## config.mk

```make
export PLATFORM = sky130hd
export DESIGN_NAME = gpio_indirect_ctrl
export DESIGN_NICKNAME = d
export VERILOG_FILES = /design/src/rtl/gpio_ic_pkg.sv /design/src/rtl/gpio_ic_decode.sv /design/src/rtl/gpio_ic_pinsel.sv /design/src/rtl/gpio_ic_cfg_bank.sv /design/src/rtl/gpio_ic_port_bank.sv /design/src/rtl/gpio_indirect_ctrl.sv
export SDC_FILE = /design/constraint.sdc
export NUM_CORES = 1
export LEC_CHECK = 0
export BUFFER_PORTS_ARGS = -buffer_cell sky130_fd_sc_hd__buf_4
export CORE_MARGIN = 3
export CORE_UTILIZATION = 51
export DETAILED_ROUTE_END_ITERATION = 16
export GPL_TIMING_DRIVEN = 0
export PLACE_DENSITY = 0.74
export SETUP_SLACK_MARGIN = 0.02
export SYNTH_ARGS = -nofsm -noshare
export SYNTH_HDL_FRONTEND = slang
export SYNTH_SLANG_ARGS = --single-unit
```

## constraint.sdc

```tcl
create_clock -name clk -period 2.1 [get_ports clk]
set_input_delay 0.105 -clock clk [delete_from_list [all_inputs] [get_ports clk]]
set_output_delay 0.105 -clock clk [all_outputs]
set_load 0.005 [all_outputs]
```

## src/rtl/gpio_ic_pkg.sv

```systemverilog
package gpio_ic_pkg;

    localparam int BYTE_W       = 8;
    localparam int SEL_BIT_W    = 3;
    localparam int SEL_PORT_W   = 2;
    localparam int SEL_PORT_LSB = 4;
    localparam int CFG_W        = 3;

    typedef enum logic {
        ST_NO_PIN,
        ST_PIN_HELD
    } sel_state_t;

    // bit 0 drive enable, bit 1 push-pull, bit 2 pull-up
    typedef struct packed {
        logic pull_up;
        logic push_pull;
        logic drive_en;
    } pin_cfg_t;

    // Port data register offsets: 4-byte spacing for the first three ports,
    // then 2-byte spacing.
    function automatic logic [7:0] port_offset(input int p);
        if (p < 3) begin
            return 8'(p * 4);
        end
        return 8'(10 + (p - 3) * 2);
    endfunction

endpackage

```

## src/rtl/gpio_ic_decode.sv

```systemverilog
module gpio_ic_decode
    import gpio_ic_pkg::*;
#(
    parameter int ADDR_W    = 8,
    parameter int NUM_PORTS = 4,
    parameter int SEL_OFS   = 16,
    parameter int CFG_OFS   = 17
) (
    input  logic [ADDR_W-1:0]    addr,
    output logic [NUM_PORTS-1:0] port_hit,
    output logic                 sel_hit,
    output logic                 cfg_hit
);

    for (genvar p = 0; p < NUM_PORTS; p++) begin : g_port_hit
        assign port_hit[p] = (addr == ADDR_W'(port_offset(p)));
    end

    assign sel_hit = (addr == ADDR_W'(SEL_OFS));
    assign cfg_hit = (addr == ADDR_W'(CFG_OFS));

endmodule

```

## src/rtl/gpio_ic_pinsel.sv

```systemverilog
module gpio_ic_pinsel
    import gpio_ic_pkg::*;
#(
    parameter int NUM_PINS = 29,
    localparam int PIN_W   = SEL_PORT_W + SEL_BIT_W
) (
    input  logic                  clk,
    input  logic                  rst_n,
    input  logic                  sel_wr,
    input  logic [SEL_PORT_W-1:0] sel_port_in,
    input  logic [SEL_BIT_W-1:0]  sel_bit_in,
    output logic                  sel_valid,
    output logic [PIN_W-1:0]      sel_pin,
    output logic [BYTE_W-1:0]     sel_rb
);

    sel_state_t       state_q;
    sel_state_t       state_d;
    logic [PIN_W-1:0] pin_q;
    logic             req_ok;

    assign req_ok = (int'({sel_port_in, sel_bit_in}) < NUM_PINS);

    // state register
    always_ff @(posedge clk or negedge rst_n) begin
        if (!rst_n) begin
            state_q <= ST_NO_PIN;
        end else begin
            state_q <= state_d;
        end
    end

    // transitions: T_SEL_OK, T_SEL_BAD, otherwise T_HOLD
    always_comb begin
        state_d = state_q;
        unique case (state_q)
            ST_NO_PIN: begin
                if (sel_wr && req_ok) begin
                    state_d = ST_PIN_HELD;
                end
            end
            ST_PIN_HELD: begin
                if (sel_wr && !req_ok) begin
                    state_d = ST_NO_PIN;
                end
            end
        endcase
    end

    // selector fields
    always_ff @(posedge clk or negedge rst_n) begin
        if (!rst_n) begin
            pin_q <= '0;
        end else if (sel_wr) begin
            pin_q <= {sel_port_in, sel_bit_in};
        end
    end

    // outputs
    always_comb begin
        unique case (state_q)
            ST_NO_PIN:   sel_valid = 1'b0;
            ST_PIN_HELD: sel_valid = 1'b1;
        endcase
        sel_pin = pin_q;
        sel_rb  = BYTE_W'({pin_q[PIN_W-1:SEL_BIT_W], 1'b0, pin_q[SEL_BIT_W-1:0]});
    end

endmodule

```

## src/rtl/gpio_ic_cfg_bank.sv

```systemverilog
module gpio_ic_cfg_bank
    import gpio_ic_pkg::*;
#(
    parameter int NUM_PINS = 29,
    parameter int PIN_W    = 5
) (
    input  logic                    clk,
    input  logic                    rst_n,
    input  logic                    cfg_wr,
    input  logic                    sel_valid,
    input  logic [PIN_W-1:0]        sel_pin,
    input  pin_cfg_t                cfg_in,
    output pin_cfg_t [NUM_PINS-1:0] cfg_q,
    output pin_cfg_t                cfg_sel
);

    for (genvar i = 0; i < NUM_PINS; i++) begin : g_slot
        pin_cfg_t slot_q;
        always_ff @(posedge clk or negedge rst_n) begin
            if (!rst_n) begin
                slot_q <= '0;
            end else if (cfg_wr && sel_valid && (sel_pin == PIN_W'(i))) begin
                slot_q <= cfg_in;
            end
        end
        assign cfg_q[i] = slot_q;
    end

    always_comb begin
        cfg_sel = '0;
        for (int i = 0; i < NUM_PINS; i++) begin
            if (sel_pin == PIN_W'(i)) begin
                cfg_sel = cfg_q[i];
            end
        end
    end

endmodule

```

## src/rtl/gpio_ic_port_bank.sv

```systemverilog
module gpio_ic_port_bank
    import gpio_ic_pkg::*;
#(
    parameter int NUM_PINS  = 29,
    parameter int NUM_PORTS = 4
) (
    input  logic                 clk,
    input  logic                 rst_n,
    input  logic [NUM_PORTS-1:0] port_wr,
    input  logic [BYTE_W-1:0]    wdata,
    input  logic [NUM_PINS-1:0]  pad_in,
    output logic [NUM_PINS-1:0]  lat_q,
    output logic [NUM_PINS-1:0]  sync_q
);

    logic [NUM_PINS-1:0] meta_q;

    for (genvar i = 0; i < NUM_PINS; i++) begin : g_latch
        localparam int PORT = i / BYTE_W;
        localparam int BIT  = i % BYTE_W;
        logic bit_q;
        always_ff @(posedge clk or negedge rst_n) begin
            if (!rst_n) begin
                bit_q <= 1'b0;
            end else if (port_wr[PORT]) begin
                bit_q <= wdata[BIT];
            end
        end
        assign lat_q[i] = bit_q;
    end

    always_ff @(posedge clk or negedge rst_n) begin
        if (!rst_n) begin
            meta_q <= '0;
            sync_q <= '0;
        end else begin
            meta_q <= pad_in;
            sync_q <= meta_q;
        end
    end

endmodule

```

## src/rtl/gpio_indirect_ctrl.sv

```systemverilog
module gpio_indirect_ctrl
    import gpio_ic_pkg::*;
#(
    parameter int NUM_PINS = 29,
    parameter int ADDR_W   = 8,
    parameter int SEL_OFS  = 16,
    parameter int CFG_OFS  = 17
) (
    input  logic                clk,
    input  logic                rst_n,
    input  logic                wr_en,
    input  logic                rd_en,
    input  logic [ADDR_W-1:0]   addr,
    input  logic [7:0]          wdata,
    output logic [7:0]          rdata,
    input  logic [NUM_PINS-1:0] pad_in,
    output logic [NUM_PINS-1:0] pad_out,
    output logic [NUM_PINS-1:0] pad_oe,
    output logic [NUM_PINS-1:0] pad_pu
);

    localparam int NUM_PORTS = (NUM_PINS + BYTE_W - 1) / BYTE_W;
    localparam int PIN_W     = SEL_PORT_W + SEL_BIT_W;
    localparam int EXT_W     = NUM_PORTS * BYTE_W;

    logic [NUM_PORTS-1:0]    port_hit;
    logic                    sel_hit;
    logic                    cfg_hit;
    logic                    sel_valid;
    logic [PIN_W-1:0]        sel_pin;
    logic [BYTE_W-1:0]       sel_rb;
    pin_cfg_t [NUM_PINS-1:0] cfg_q;
    pin_cfg_t                cfg_sel;
    logic [NUM_PINS-1:0]     lat_q;
    logic [NUM_PINS-1:0]     sync_q;
    logic [EXT_W-1:0]        sync_ext;
    logic [BYTE_W-1:0]       rd_mux;

    gpio_ic_decode #(
        .ADDR_W   (ADDR_W),
        .NUM_PORTS(NUM_PORTS),
        .SEL_OFS  (SEL_OFS),
        .CFG_OFS  (CFG_OFS)
    ) u_decode (
        .addr    (addr),
        .port_hit(port_hit),
        .sel_hit (sel_hit),
        .cfg_hit (cfg_hit)
    );

    gpio_ic_pinsel #(
        .NUM_PINS(NUM_PINS)
    ) u_pinsel (
        .clk        (clk),
        .rst_n      (rst_n),
        .sel_wr     (wr_en & sel_hit),
        .sel_port_in(wdata[SEL_PORT_LSB +: SEL_PORT_W]),
        .sel_bit_in (wdata[SEL_BIT_W-1:0]),
        .sel_valid  (sel_valid),
        .sel_pin    (sel_pin),
        .sel_rb     (sel_rb)
    );

    gpio_ic_cfg_bank #(
        .NUM_PINS(NUM_PINS),
        .PIN_W   (PIN_W)
    ) u_cfg_bank (
        .clk      (clk),
        .rst_n    (rst_n),
        .cfg_wr   (wr_en & cfg_hit),
        .sel_valid(sel_valid),
        .sel_pin  (sel_pin),
        .cfg_in   (pin_cfg_t'(wdata[CFG_W-1:0])),
        .cfg_q    (cfg_q),
        .cfg_sel  (cfg_sel)
    );

    gpio_ic_port_bank #(
        .NUM_PINS (NUM_PINS),
        .NUM_PORTS(NUM_PORTS)
    ) u_port_bank (
        .clk    (clk),
        .rst_n  (rst_n),
        .port_wr({NUM_PORTS{wr_en}} & port_hit),
        .wdata  (wdata),
        .pad_in (pad_in),
        .lat_q  (lat_q),
        .sync_q (sync_q)
    );

    // pad drive per pin
    for (genvar i = 0; i < NUM_PINS; i++) begin : g_pad
        assign pad_oe[i]  = cfg_q[i].drive_en & (cfg_q[i].push_pull | ~lat_q[i]);
        assign pad_out[i] = cfg_q[i].push_pull & lat_q[i];
        assign pad_pu[i]  = cfg_q[i].pull_up;
    end

    assign sync_ext = EXT_W'(sync_q);

    always_comb begin
        rd_mux = '0;
        for (int p = 0; p < NUM_PORTS; p++) begin
            if (port_hit[p]) begin
                rd_mux = sync_ext[p*BYTE_W +: BYTE_W];
            end
        end
        if (sel_hit) begin
            rd_mux = sel_rb;
        end
        if (cfg_hit && sel_valid) begin
            rd_mux = BYTE_W'(cfg_sel);
        end
    end

    always_ff @(posedge clk or negedge rst_n) begin
        if (!rst_n) begin
            rdata <= '0;
        end else if (rd_en) begin
            rdata <= rd_mux;
        end
    end

endmodule

```

==> impl_metrics.tcl <==
set metrics [dict create \
    setup_repair_after_global_routing_missed_its_margin "yes" \
    synth.net_count 789 \
    fmax_mhz 458 \
    cp.required_ns 2.48 \
    setup_viol 2 \
    global_route.peak_usage_layer "met2" \
    row_count 47 \
    ctsHtreeMaxLevel 4 \
    post_layout_instance_count_excluding_filler_cells 1177 \
    critical_path.startpoint_type "flop" \
    flow.area_growth_from_synthesis_pct 30.0 \
    synth.cell_area_sq_um 8850 \
    synth_edf_count 0 \
    grt.total_usage 0.271 \
    cts.root.buffer_cell "sky130_fd_sc_hd__clkbuf_16" \
    detailedRoute.firstIterationViolations 552 \
    overflow 0 \
    ff2ff_setup_slack_ns -0.08 \
    synth_most_common_cell "sky130_fd_sc_hd__dfrtp_1" \
    groute.layer.met2.usage 0.446 \
    postRouteAntennaNets 0 \
    crit-reg2reg-launch "u_pinsel.sel_pin[1]" \
    fin_crit_ns 2.18 \
    antenna_violations_before_repair 1 \
    synthCells 740 \
    cell_internal_pwr_mw 5.55 \
    crit_arrival_ns 2.57 \
    filler_cell_count 1205 \
    clock_path_buffers 2 \
    dieArea_sq_um 19000 \
    ir_drop_uv 620 \
    half_perimeter_wire_length_after_detailed_placement_mm 17.2 \
    critPathLaunch "u_pinsel.sel_pin[1]" \
    ff2ff_path_depth 8 \
    place.detailed.instances 1103 \
    critical_path_class "flop to flop" \
    via_count 6754 \
    share_of_the_core_filled_with_cells 0.686 \
    grt_start_max_net_pins 130 \
    drt_wl_cell_microns 21.2 \
    die-width_microns 138 \
    critical_path.reg2reg.endpoint "rdata[2]" \
    routed_via_density 5.74 \
    die_height_microns 138 \
    synth.top_cell.area_share 0.532 \
    timing.max_cap.violations 0 \
    max_slew_margin 0.484 \
    switching_fraction_of_total_power 0.255 \
    worst-path-max-fanout 10 \
    clk_transition_reported_paths_ns 0.07 \
    post_synth_main_area_contributors "sky130_fd_sc_hd__dfrtp_1, sky130_fd_sc_hd__mux2_2, sky130_fd_sc_hd__a21boi_0" \
    drc 0 \
    vias_in_the_first_global_route 6724 \
    hold_path.class "input pin to flop" \
    grt_use_met1 0.347 \
    synthesis.area_per_instance_sq_um 12.0 \
    clock-sinks 188 \
    power.share.clock 0.410 \
    place_congestion 0.944 \
    post-route-worst-setup-slack_ns -0.0836 \
    n_antenna_cell 0 \
    drive_above_1_share 0.452 \
    synth_top_area_cell "sky130_fd_sc_hd__dfrtp_1" \
    drt-pass1-iter-count 6 \
    pre_cts_slack_ns -0.898 \
    worstSetupEndpoint "rdata[2]" \
    power.net_switching_mw 1.90 \
    worst-slew-pin-transition_ns 0.768 \
    initial_core_util 0.528 \
    worstSkewPairLatency_ns 0.44 \
    synth_seq_cells 188 \
    tritoncts.num_buffers 17 \
    crit_path_end_kind "flop" \
    grt_pass1_wl_mm 38.1 \
    final.hold.worst_slack_ns 0.0233 \
    netlist_top_cells_count "sky130_fd_sc_hd__dfrtp_1, sky130_fd_sc_hd__mux2_2, sky130_fd_sc_hd__nor2_1" \
    design.core.area_sq_um 16800 \
    port_buffers 142 \
    top_level_ports 144 \
    power_frac_comb 0.085 \
    synth_cell_type_count 70 \
    synth.yosys.seq_area_share 0.532 \
    seq_power_share 0.505 \
    maxSlewViolCount 0 \
    finClkSkew_ns 0.00805 \
    ys.flop_type "sky130_fd_sc_hd__dfrtp_1" \
    gr-usage-met3 0.0679 \
    finalSetupTns_ns -0.0901 \
    power.density_cell_area_nw_per_um2 648 \
    tritoncts "built" \
    violated_checks "negative setup slack" \
    status "finished with violations" \
    async_flop_share 1.00 \
    final_nets 994 \
    cellLeakagePower_nw 5.36 \
    timing.final.crit_share 1.04 \
    final_hold_viol_count 0 \
    detail_route.wirelength_mm 24.9 \
    synthesis.yosys.warnings 0 \
]
==> logic make-up after synthesis <==
logic type	share of synthesized area
AOI/OAI and AO/OA	0.103
DFF	0.532
and+or+nand+nor	0.112
buffers and inverters	0.0625
muxes	0.192
==> worst max-delay path: stages (launching register included) <==
cell,delay [ns]
sky130_fd_sc_hd__dfrtp_2,0.44
sky130_fd_sc_hd__buf_6,0.17
sky130_fd_sc_hd__buf_4,0.20
sky130_fd_sc_hd__nor2_1,0.25
sky130_fd_sc_hd__o211ai_1,0.21
sky130_fd_sc_hd__o31ai_1,0.11
sky130_fd_sc_hd__o211ai_1,0.15
sky130_fd_sc_hd__a311oi_2,0.40
sky130_fd_sc_hd__o22a_1,0.17
==> registers in the layout, indices dropped and copies added (netlist names), named ones only <==
signal,flops
u_pinsel.sel_pin,5
u_port_bank.meta_q,29
rdata,8
u_port_bank.sync_q,29
u_cfg_bank.cfg_q,87
u_port_bank.g_latch.bit_q,29
==> worst min path at each step <==
stage,start,to,cells after the start
3_5_place_dp,rst_n,u_port_bank.g_latch[0].bit_q,1
2_1_floorplan,rst_n,async pin,0
3_3_place_gp,pad_in[19],u_port_bank.meta_q[19],1
5_1_grt,wdata[5],u_port_bank.g_latch[5].bit_q,2
4_1_cts,wdata[5],u_port_bank.g_latch[5].bit_q,2
6_report,wdata[5],u_pinsel.sel_pin[4],2
==> per-layer routing <==
| layer | up-vias | share of wire |
|---|---|---|
| met5 | - | 0.00044 |
| met1 | 3368 | 0.41 |
| met2 | 321 | 0.49 |
| met4 | 2 | 0.023 |
| met3 | 56 | 0.082 |
| li1 | 3007 | - |
==> layout make-up <==
class | count | area [sq um] | area share
tap | 220 | 275 | 0.0239
clock inverter | 14 | 130 | 0.0113
timing repair buffer | 188 | 1530 | 0.133
multi-input combinational | 450 | 3810 | 0.331
clock buffer | 17 | 425 | 0.0370
inverter | 33 | 124 | 0.0108
buffer | 67 | 503 | 0.0437
sequential | 188 | 4710 | 0.409
==> power by group through the flow <==
stage	clock network (mW)	logic [mW]	registers, mW
floorplan	0	0.239	3.82
global placement	0	0.510	3.83
detailed placement	0	0.525	3.83
CTS	3.09	0.613	3.76
global route	3.25	0.677	3.77
finish	3.06	0.630	3.76
==> stage by stage <==
step	instance area, sq um	power [mW]
finish	11500	7.45
global route	11500	7.70
CTS	11400	7.47
detailed placement	10200	4.36
global placement	10200	4.34
floorplan	8850	4.06
==> placed cells by master (no fill, tap or decap), types with 4 or more instances in the layout <==
| cell | n |
|---|---|
| sky130_fd_sc_hd__a21boi_0 | 30 |
| sky130_fd_sc_hd__nor2_1 | 29 |
| sky130_fd_sc_hd__o22ai_1 | 9 |
| sky130_fd_sc_hd__nor2b_1 | 8 |
| sky130_fd_sc_hd__nand2b_1 | 13 |
| sky130_fd_sc_hd__clkbuf_1 | 11 |
| sky130_fd_sc_hd__inv_6 | 5 |
| sky130_fd_sc_hd__nor3_1 | 4 |
| sky130_fd_sc_hd__and2_1 | 29 |
| sky130_fd_sc_hd__clkbuf_16 | 17 |
| sky130_fd_sc_hd__nand3_1 | 6 |
| sky130_fd_sc_hd__a211oi_1 | 4 |
| sky130_fd_sc_hd__buf_6 | 5 |
| sky130_fd_sc_hd__a22oi_1 | 8 |
| sky130_fd_sc_hd__dfrtp_1 | 184 |
| sky130_fd_sc_hd__a211o_1 | 4 |
| sky130_fd_sc_hd__or3_1 | 5 |
| sky130_fd_sc_hd__dfrtp_2 | 4 |
| sky130_fd_sc_hd__inv_1 | 33 |
| sky130_fd_sc_hd__mux2i_1 | 16 |
| sky130_fd_sc_hd__nor2_2 | 14 |
| sky130_fd_sc_hd__buf_4 | 188 |
| sky130_fd_sc_hd__o21bai_1 | 5 |
| sky130_fd_sc_hd__dlygate4sd3_1 | 36 |
| sky130_fd_sc_hd__nand2_1 | 18 |
| sky130_fd_sc_hd__o21ai_0 | 16 |
| sky130_fd_sc_hd__nand2_2 | 4 |
| sky130_fd_sc_hd__a21oi_1 | 11 |
| sky130_fd_sc_hd__mux2_2 | 118 |
| sky130_fd_sc_hd__nand3b_1 | 5 |
| sky130_fd_sc_hd__mux2_4 | 8 |
==> timing repair <==
item | CTS | global route
setup endpoints to repair | 77 | 54
hold endpoints to repair | 109 | 0
buffers inserted | 9 | 0
gates resized for setup | 67 | 27
pin swaps | 7 | 4
hold buffers | 36 | 0
Note: power is estimated with default switching activity, not from simulation.
